<file path="config.mk">
export PLATFORM = sky130hd
export DESIGN_NAME = chan_pwr_ctrl
export DESIGN_NICKNAME = d
export VERILOG_FILES = /design/src/rtl/cps_pkg.sv /design/src/rtl/cps_edge.sv /design/src/rtl/cps_cfg.sv /design/src/rtl/cps_seq.sv /design/src/rtl/chan_pwr_ctrl.sv
export SDC_FILE = /design/constraint.sdc
export NUM_CORES = 1
export LEC_CHECK = 0
export ABC_CLOCK_PERIOD_IN_PS = 5890
export BUFFER_PORTS_ARGS = -buffer_cell sky130_fd_sc_hd__buf_2
export CELL_PAD_IN_SITES_DETAIL_PLACEMENT = 1
export CELL_PAD_IN_SITES_GLOBAL_PLACEMENT = 2
export CORE_UTILIZATION = 33
export CTS_CLUSTER_DIAMETER = 200
export DETAILED_ROUTE_END_ITERATION = 10
export PLACE_DENSITY = 0.92
export SLEW_MARGIN = 40
export SYNTH_ARGS = -nofsm -noshare
export SYNTH_HDL_FRONTEND = slang
export SYNTH_SLANG_ARGS = --single-unit
</file>
<file path="constraint.sdc">
create_clock -name clk -period 5.89 [get_ports clk]
set_clock_uncertainty 0.1 [all_clocks]
set_input_delay 0.2945 -clock clk [delete_from_list [all_inputs] [get_ports clk]]
set_output_delay 0.2945 -clock clk [all_outputs]
set_load 0.1 [all_outputs]
</file>
<file path="src/rtl/cps_pkg.sv">
package cps_pkg;

    localparam int unsigned NDOM  = 3;
    localparam int unsigned DOM_REG = 0;
    localparam int unsigned DOM_PLL = 1;
    localparam int unsigned DOM_DP  = 2;
    localparam logic [1:0]  MAX_LEVEL = 2'd2;

    typedef enum logic [1:0] {
        ST_IDLE = 2'd0,
        ST_UP   = 2'd1,
        ST_DOWN = 2'd2
    } seq_st_e;

    // Domains gated for a given level; cumulative from the datapath upward.
    function automatic logic [NDOM-1:0] level_mask(input logic [1:0] lvl);
        logic [NDOM-1:0] m;
        m          = '0;
        m[DOM_DP]  = 1'b1;
        m[DOM_PLL] = (lvl >= 2'd1);
        m[DOM_REG] = (lvl >= 2'd2);
        return m;
    endfunction

endpackage

</file>
<file path="src/rtl/cps_edge.sv">
module cps_edge (
    input  logic clk,
    input  logic rst_n,
    input  logic sig_in,
    output logic rise,
    output logic fall
);

    logic prev_d, prev_q;

    always_comb begin
        prev_d = sig_in;
    end

    always_ff @(posedge clk or negedge rst_n) begin
        if (!rst_n) prev_q <= 1'b0;
        else        prev_q <= prev_d;
    end

    assign rise = sig_in & ~prev_q;
    assign fall = ~sig_in & prev_q;

endmodule

</file>
<file path="src/rtl/cps_cfg.sv">
module cps_cfg
    import cps_pkg::*;
#(
    parameter int unsigned LVL_W = 2
) (
    input  logic             clk,
    input  logic             rst_n,
    input  logic             wr,
    input  logic [LVL_W-1:0] level_in,
    output logic [1:0]       level,
    output logic             err,
    output logic [NDOM-1:0]  gate_mask
);

    typedef struct packed {
        logic [1:0] lvl;
        logic       err;
    } cfg_t;

    cfg_t d, q;
    logic illegal;

    assign illegal = (level_in > LVL_W'(MAX_LEVEL));

    always_comb begin
        d = q;
        if (wr) begin
            if (illegal) begin
                d.err = 1'b1;
                d.lvl = 2'd0;
            end else begin
                d.lvl = level_in[1:0];
            end
        end
    end

    always_ff @(posedge clk or negedge rst_n) begin
        if (!rst_n) q <= '{lvl: 2'd0, err: 1'b0};
        else        q <= d;
    end

    assign level     = q.lvl;
    assign err       = q.err;
    assign gate_mask = level_mask(q.lvl);

    p_legal_write_r2: assert property (@(posedge clk) disable iff (!rst_n)
        (wr && !illegal) |=> (level == $past(level_in[1:0])));
    p_illegal_write_r3: assert property (@(posedge clk) disable iff (!rst_n)
        (wr && illegal) |=> (err && level == 2'd0));
    p_err_sticky_r3: assert property (@(posedge clk) disable iff (!rst_n)
        err |=> err);
    p_level_range_r2: assert property (@(posedge clk) disable iff (!rst_n)
        level <= MAX_LEVEL);

endmodule

</file>
<file path="src/rtl/cps_seq.sv">
module cps_seq
    import cps_pkg::*;
#(
    parameter int unsigned CNT_W = 4
) (
    input  logic                       clk,
    input  logic                       rst_n,
    input  logic                       rise,
    input  logic                       fall,
    input  logic [NDOM-1:0]            gate_mask,
    input  logic [NDOM-1:0][CNT_W-1:0] dly,
    output logic [NDOM-1:0]            dom_on,
    output logic                       ready,
    output logic                       busy
);

    typedef struct packed {
        seq_st_e          st;
        logic [NDOM-1:0]  on;
        logic [CNT_W-1:0] cnt;
        logic [NDOM-1:0]  mask;
        logic             ready;
    } seq_t;

    seq_t d, q;

    always_comb begin
        logic            do_up;
        logic            do_down;
        logic            found;
        logic [NDOM-1:0] msk;
        d       = q;
        do_up   = 1'b0;
        do_down = 1'b0;
        found   = 1'b0;
        msk     = q.mask;

        if (fall) begin
            d.ready = 1'b0;
            d.mask  = gate_mask;
            msk     = gate_mask;
            do_down = 1'b1;
        end else if (rise) begin
            d.ready = 1'b0;
            do_up   = 1'b1;
        end else if (q.st != ST_IDLE) begin
            if (q.cnt != '0)          d.cnt   = q.cnt - 1'b1;
            else if (q.st == ST_UP)   do_up   = 1'b1;
            else                      do_down = 1'b1;
        end

        // Power-up: lowest-index domain that is off goes first.
        if (do_up) begin
            d.st    = ST_IDLE;
            d.ready = 1'b1;
            for (int i = 0; i < int'(NDOM); i++) begin
                if (!found && !q.on[i]) begin
                    found   = 1'b1;
                    d.on[i] = 1'b1;
                    d.cnt   = dly[i];
                    d.st    = ST_UP;
                    d.ready = 1'b0;
                end
            end
        end

        // Power-down: highest-index gated domain that is on goes first.
        if (do_down) begin
            d.st = ST_IDLE;
            for (int i = int'(NDOM) - 1; i >= 0; i--) begin
                if (!found && msk[i] && q.on[i]) begin
                    found   = 1'b1;
                    d.on[i] = 1'b0;
                    d.cnt   = dly[i];
                    d.st    = ST_DOWN;
                end
            end
        end
    end

    always_ff @(posedge clk or negedge rst_n) begin
        if (!rst_n) begin
            q.st    <= ST_IDLE;
            q.on    <= NDOM'(3'b011);
            q.cnt   <= '0;
            q.mask  <= '0;
            q.ready <= 1'b0;
        end else begin
            q <= d;
        end
    end

    assign dom_on = q.on;
    assign ready  = q.ready;
    assign busy   = (q.st != ST_IDLE);

    // Checker state: marks that $past refers to a cycle after reset.
    logic past_vld_q;
    always_ff @(posedge clk or negedge rst_n) begin
        if (!rst_n) past_vld_q <= 1'b0;
        else        past_vld_q <= 1'b1;
    end

    p_ready_all_on_r7: assert property (@(posedge clk) disable iff (!rst_n)
        ready |-> (&dom_on));
    p_fall_drops_ready_r8: assert property (@(posedge clk) disable iff (!rst_n)
        fall |=> !ready);
    p_busy_not_ready_r11: assert property (@(posedge clk) disable iff (!rst_n)
        busy |-> !ready);
    p_one_step_r5: assert property (@(posedge clk) disable iff (!rst_n)
        past_vld_q |-> ($countones(dom_on ^ $past(dom_on)) <= 1));
    p_up_order_r6: assert property (@(posedge clk) disable iff (!rst_n)
        (past_vld_q && $rose(dom_on[DOM_DP])) |-> (dom_on[DOM_REG] && dom_on[DOM_PLL]));
    p_down_order_r5: assert property (@(posedge clk) disable iff (!rst_n)
        (past_vld_q && $fell(dom_on[DOM_REG])) |-> (!dom_on[DOM_PLL] && !dom_on[DOM_DP]));

    for (genvar g = 0; g < int'(NDOM); g++) begin : g_scope
        p_gate_scope_r4: assert property (@(posedge clk) disable iff (!rst_n)
            (past_vld_q && $fell(dom_on[g])) |-> q.mask[g]);
    end

endmodule

</file>
<file path="src/rtl/chan_pwr_ctrl.sv">
module chan_pwr_ctrl
    import cps_pkg::*;
#(
    parameter int unsigned LVL_W = 2,
    parameter int unsigned CNT_W = 4
) (
    input  logic             clk,
    input  logic             rst_n,
    input  logic             chan_en,
    input  logic             cfg_wr,
    input  logic [LVL_W-1:0] cfg_level,
    input  logic [CNT_W-1:0] dly_reg,
    input  logic [CNT_W-1:0] dly_pll,
    input  logic [CNT_W-1:0] dly_dp,
    output logic             reg_en,
    output logic             pll_en,
    output logic             dp_en,
    output logic             ready,
    output logic             busy,
    output logic             cfg_err,
    output logic [1:0]       level_out
);

    logic                       rise, fall;
    logic [NDOM-1:0]            gate_mask;
    logic [NDOM-1:0][CNT_W-1:0] dly;
    logic [NDOM-1:0]            dom_on;

    assign dly = {dly_dp, dly_pll, dly_reg};

    cps_edge i_edge (
        .clk    (clk),
        .rst_n  (rst_n),
        .sig_in (chan_en),
        .rise   (rise),
        .fall   (fall)
    );

    cps_cfg #(.LVL_W(LVL_W)) i_cfg (
        .clk       (clk),
        .rst_n     (rst_n),
        .wr        (cfg_wr),
        .level_in  (cfg_level),
        .level     (level_out),
        .err       (cfg_err),
        .gate_mask (gate_mask)
    );

    cps_seq #(.CNT_W(CNT_W)) i_seq (
        .clk       (clk),
        .rst_n     (rst_n),
        .rise      (rise),
        .fall      (fall),
        .gate_mask (gate_mask),
        .dly       (dly),
        .dom_on    (dom_on),
        .ready     (ready),
        .busy      (busy)
    );

    assign reg_en = dom_on[DOM_REG];
    assign pll_en = dom_on[DOM_PLL];
    assign dp_en  = dom_on[DOM_DP];

endmodule

</file>
==> summary.txt <==
Place
  – Placer congestion estimate: 0.865
  – Number of port buffers: 25
  – HPWL after DPL: 2.19 mm
  – Placed cell count: 164

Setup path
  – Cells along the critical path: inv_1 -> ha_1 -> nor3b_1 -> a21oi_1 -> nor4_1 -> nand2_1 -> o221ai_1
  – Largest fanout on the critical path: 9
  – Worst setup path category: register to register
  – Critical Path Max Stage Delay: 0.61 ns
  – Critical Path Sink Type: register
  – Req. time, crit path: 6.00 ns
  – Critical Path Start Type: register
  – Worst EP arrival: 2.48 ns
  – Critical Path Slowest Stage Cell: nor4_1

Pwr
  – Sw Share: 0.525
  – Static Leak: 0.548 nW
  – Gate power share: 0.588
  – Net Sw Power: 321 uW
  – Overall power: 613 uW
  – Pint: 291 uW
  – VDD IR max: 0.323 mV
  – Sequential share of power: 0.307
  – Pwr/cell area: 506 nW/um2
  – Clock Power Share: 0.105

Clocking
  – CTS tree: done
  – Worst skew pair latency: 0.29 ns
  – Clock Pin Slew Worst Setup and Hold Paths: 0.11 ns
  – CTS Sinks: 17
  – Root Buffer: clkbuf_4
  – H-tree depth: 1
  – # Post-CTS Setup Buffers: 0
  – CTS Buffer Depth: 2
  – CTS Buf Count: 3

STA
  – Worst-Margin Slew: 0.672 ns
  – Final slew viol count: 0
  – RSZ-0062 raised after global routing: false
  – F_max: 422 MHz
  – TNS Setup: 0 ns
  – Setup violations, final: 0
  – Crit share post-route: 0.403
  – Max-slew headroom: 0.552
  – Final min period: 2.37 ns
  – Final hold violations: 0

Hold path
  – Hold crit path type: input pin to register

Final layout
  – Filler instances: 356
  – # nets final: 160
  – Commonest non-fill, non-tap cell in the layout: buf_2
  – P&R area growth vs syn: 16.9%
  – Leading cell types in the layout, fill and taps excluded: buf_2, dfrtp_1, nor2_1, a21oi_1, inv_1
  – Non-filler cells, final: 169
  – Multi-input gate area: 548 um2
  – ANT cells: 0
  – Ratio of cells with drive above 1 in the final layout: 0.283
  – Register area: 428 um2

Floorplan
  – Die X: 58.0 um
  – Die area: 3370 um2
  – Core Area: 2850 um2
  – Die height: 58.0 um
  – Initial Util: 0.363
  – Site Rows: 19
  – I/O pin cnt: 26

Logic synthesis
  – FF+latch count, synth: 17
  – Synth Instances: 111
  – Post-synth EDFFs: 0
  – Main synth FF type: dfrtp_1
  – Synthesized area per cell: 9.33 um2
  – Register area share after synthesis: 0.413
  – Synth warn: 0
  – Synth async-reset ratio: 1.00
  – Synth unique cells: 37
  – Mapped Nets: 132
  – Netlist Area Pre-Place: 1040 um2

Detailed routing
  – Via count: 962
  – WL/cell: 16.1 um
  – Final ANT Viol Nets: 0
  – # DRC: 0
  – Initial DRC count: 20
  – DRT Wirelength: 2.73 mm
  – DR vias/cell: 5.69
  – DRT Pass-1 Iters: 5

Global route
  – GRT Total Usage: 0.188
  – Initial antenna violation count: 0
  – Largest net degree at the start of global routing: 18
  – Global-route wire length before repair: 4.76 mm
  – Global route overflow: 0
  – Vias in the first global route: 990

Run
  – Max Cap Viol: 0

Run status
  – Status: complete, no violations
==> power by group through the flow <==
stage / logic (mW) / registers, mW / clock network, mW
after floorplan: 0.210 / 0.269 / 0
after global routing: 0.393 / 0.194 / 0.0729
after CTS: 0.363 / 0.189 / 0.0677
after detailed placement: 0.360 / 0.191 / 0
final: 0.360 / 0.188 / 0.0644
after global placement: 0.353 / 0.188 / 0
==> sequential cells by signal (all words and copies together), names as in the netlist <==
| register | count |
|---|---|
| i_seq.dom_on | 3 |
| i_cfg.level | 2 |
| i_edge.prev_q | 1 |
| i_cfg.err | 1 |
| i_seq.ready | 1 |
| i_seq.q | 9 |
==> final timing paths <==
kind / startpoint / end / slack, ns / cells after the start
min reg2reg: i_seq.q[3] / i_seq.q[3] / 0.38 / 1
max: i_seq.q[4] / i_seq.q[7] / 3.52 / 7
max reg2reg: i_seq.q[4] / i_seq.q[7] / 3.52 / 7
min in group asynchronous: rst_n / i_seq.q[12] / 0.36 / 2
min: chan_en / i_edge.prev_q / 0.04 / 1
max in group asynchronous: rst_n / i_seq.dom_on[1] / 5.02 / 2
==> cell families (layout without fill, tap and decap cells) <==
logic type	Yosys count	count (layout)	synth area share
AO/OA/AOI/OAI	31	31	0.225
buffers and inverters	12	39	0.0580
flip-flops	17	17	0.413
XOR/XNOR	1	1	0.00846
AND/OR/NAND/NOR	43	43	0.217
multiplexers	4	4	0.0423
adder cells (fa/ha/maj)	3	3	0.0362
==> Yosys cell counts, types with 3 or more instances <==
| master | instances | area, um2 |
|---|---|---|
| nand3_1 | 3 | 15.0 |
| nand2_1 | 5 | 18.8 |
| inv_1 | 9 | 33.8 |
| nor3b_1 | 4 | 30.0 |
| dfrtp_1 | 15 | 375 |
| ha_1 | 3 | 37.5 |
| a21oi_1 | 10 | 50.1 |
| mux2_2 | 3 | 33.8 |
| nor2b_1 | 3 | 18.8 |
| nor3_1 | 6 | 30.0 |
| nor2_1 | 12 | 45.0 |
| a221oi_1 | 4 | 35.0 |
==> worst max-delay path, delay by kind of cell, from the launching register on <==
kind	cells	cell delay [ns]
compound gates	2	0.41
flops	1	0.42
simple gates	3	1.11
fa+ha+maj	1	0.18
buf+inv	1	0.07
==> timing repair <==
action / CTS / global route
gates resized for setup: 0 / 0
endpoints found under the hold margin: 15 / 0
hold buffers: 1 / 0
==> per-stage QoR <==
step / util / cell area [um2] / hold WS, ns / setup slack (ns)
6_report: 0.425 / 1210 / 0.0387 / 3.52
5_1_grt: 0.425 / 1210 / 0.0369 / 3.33
4_1_cts: 0.425 / 1210 / 0.0241 / 3.50
3_5_place_dp: 0.411 / 1170 / 0.145 / 3.54
3_3_place_gp: 0.411 / 1170 / 0.142 / 3.58
2_1_floorplan: - / 1040 / -0.101 / 3.65
==> layout make-up <==
cell class / count / area share
clock buffers: 3 / 0.0186
multi-input cells: 82 / 0.452
repair buffers: 26 / 0.112
clock inverters: 1 / 0.00413
flip-flops and latches: 17 / 0.353
well taps: 31 / 0.0320
inverters: 9 / 0.0279
==> per-layer routing <==
metal / GRT usage / vias to the layer above / part of all wire
li1: - / 462 / -
met1: 0.248 / 470 / 0.45
met2: 0.309 / 24 / 0.48
met3: 0.0335 / 6 / 0.044
met4: 0.0680 / 0 / 0.017
met5: 0 / - / 0
Note: power is estimated with default switching activity, not from simulation.
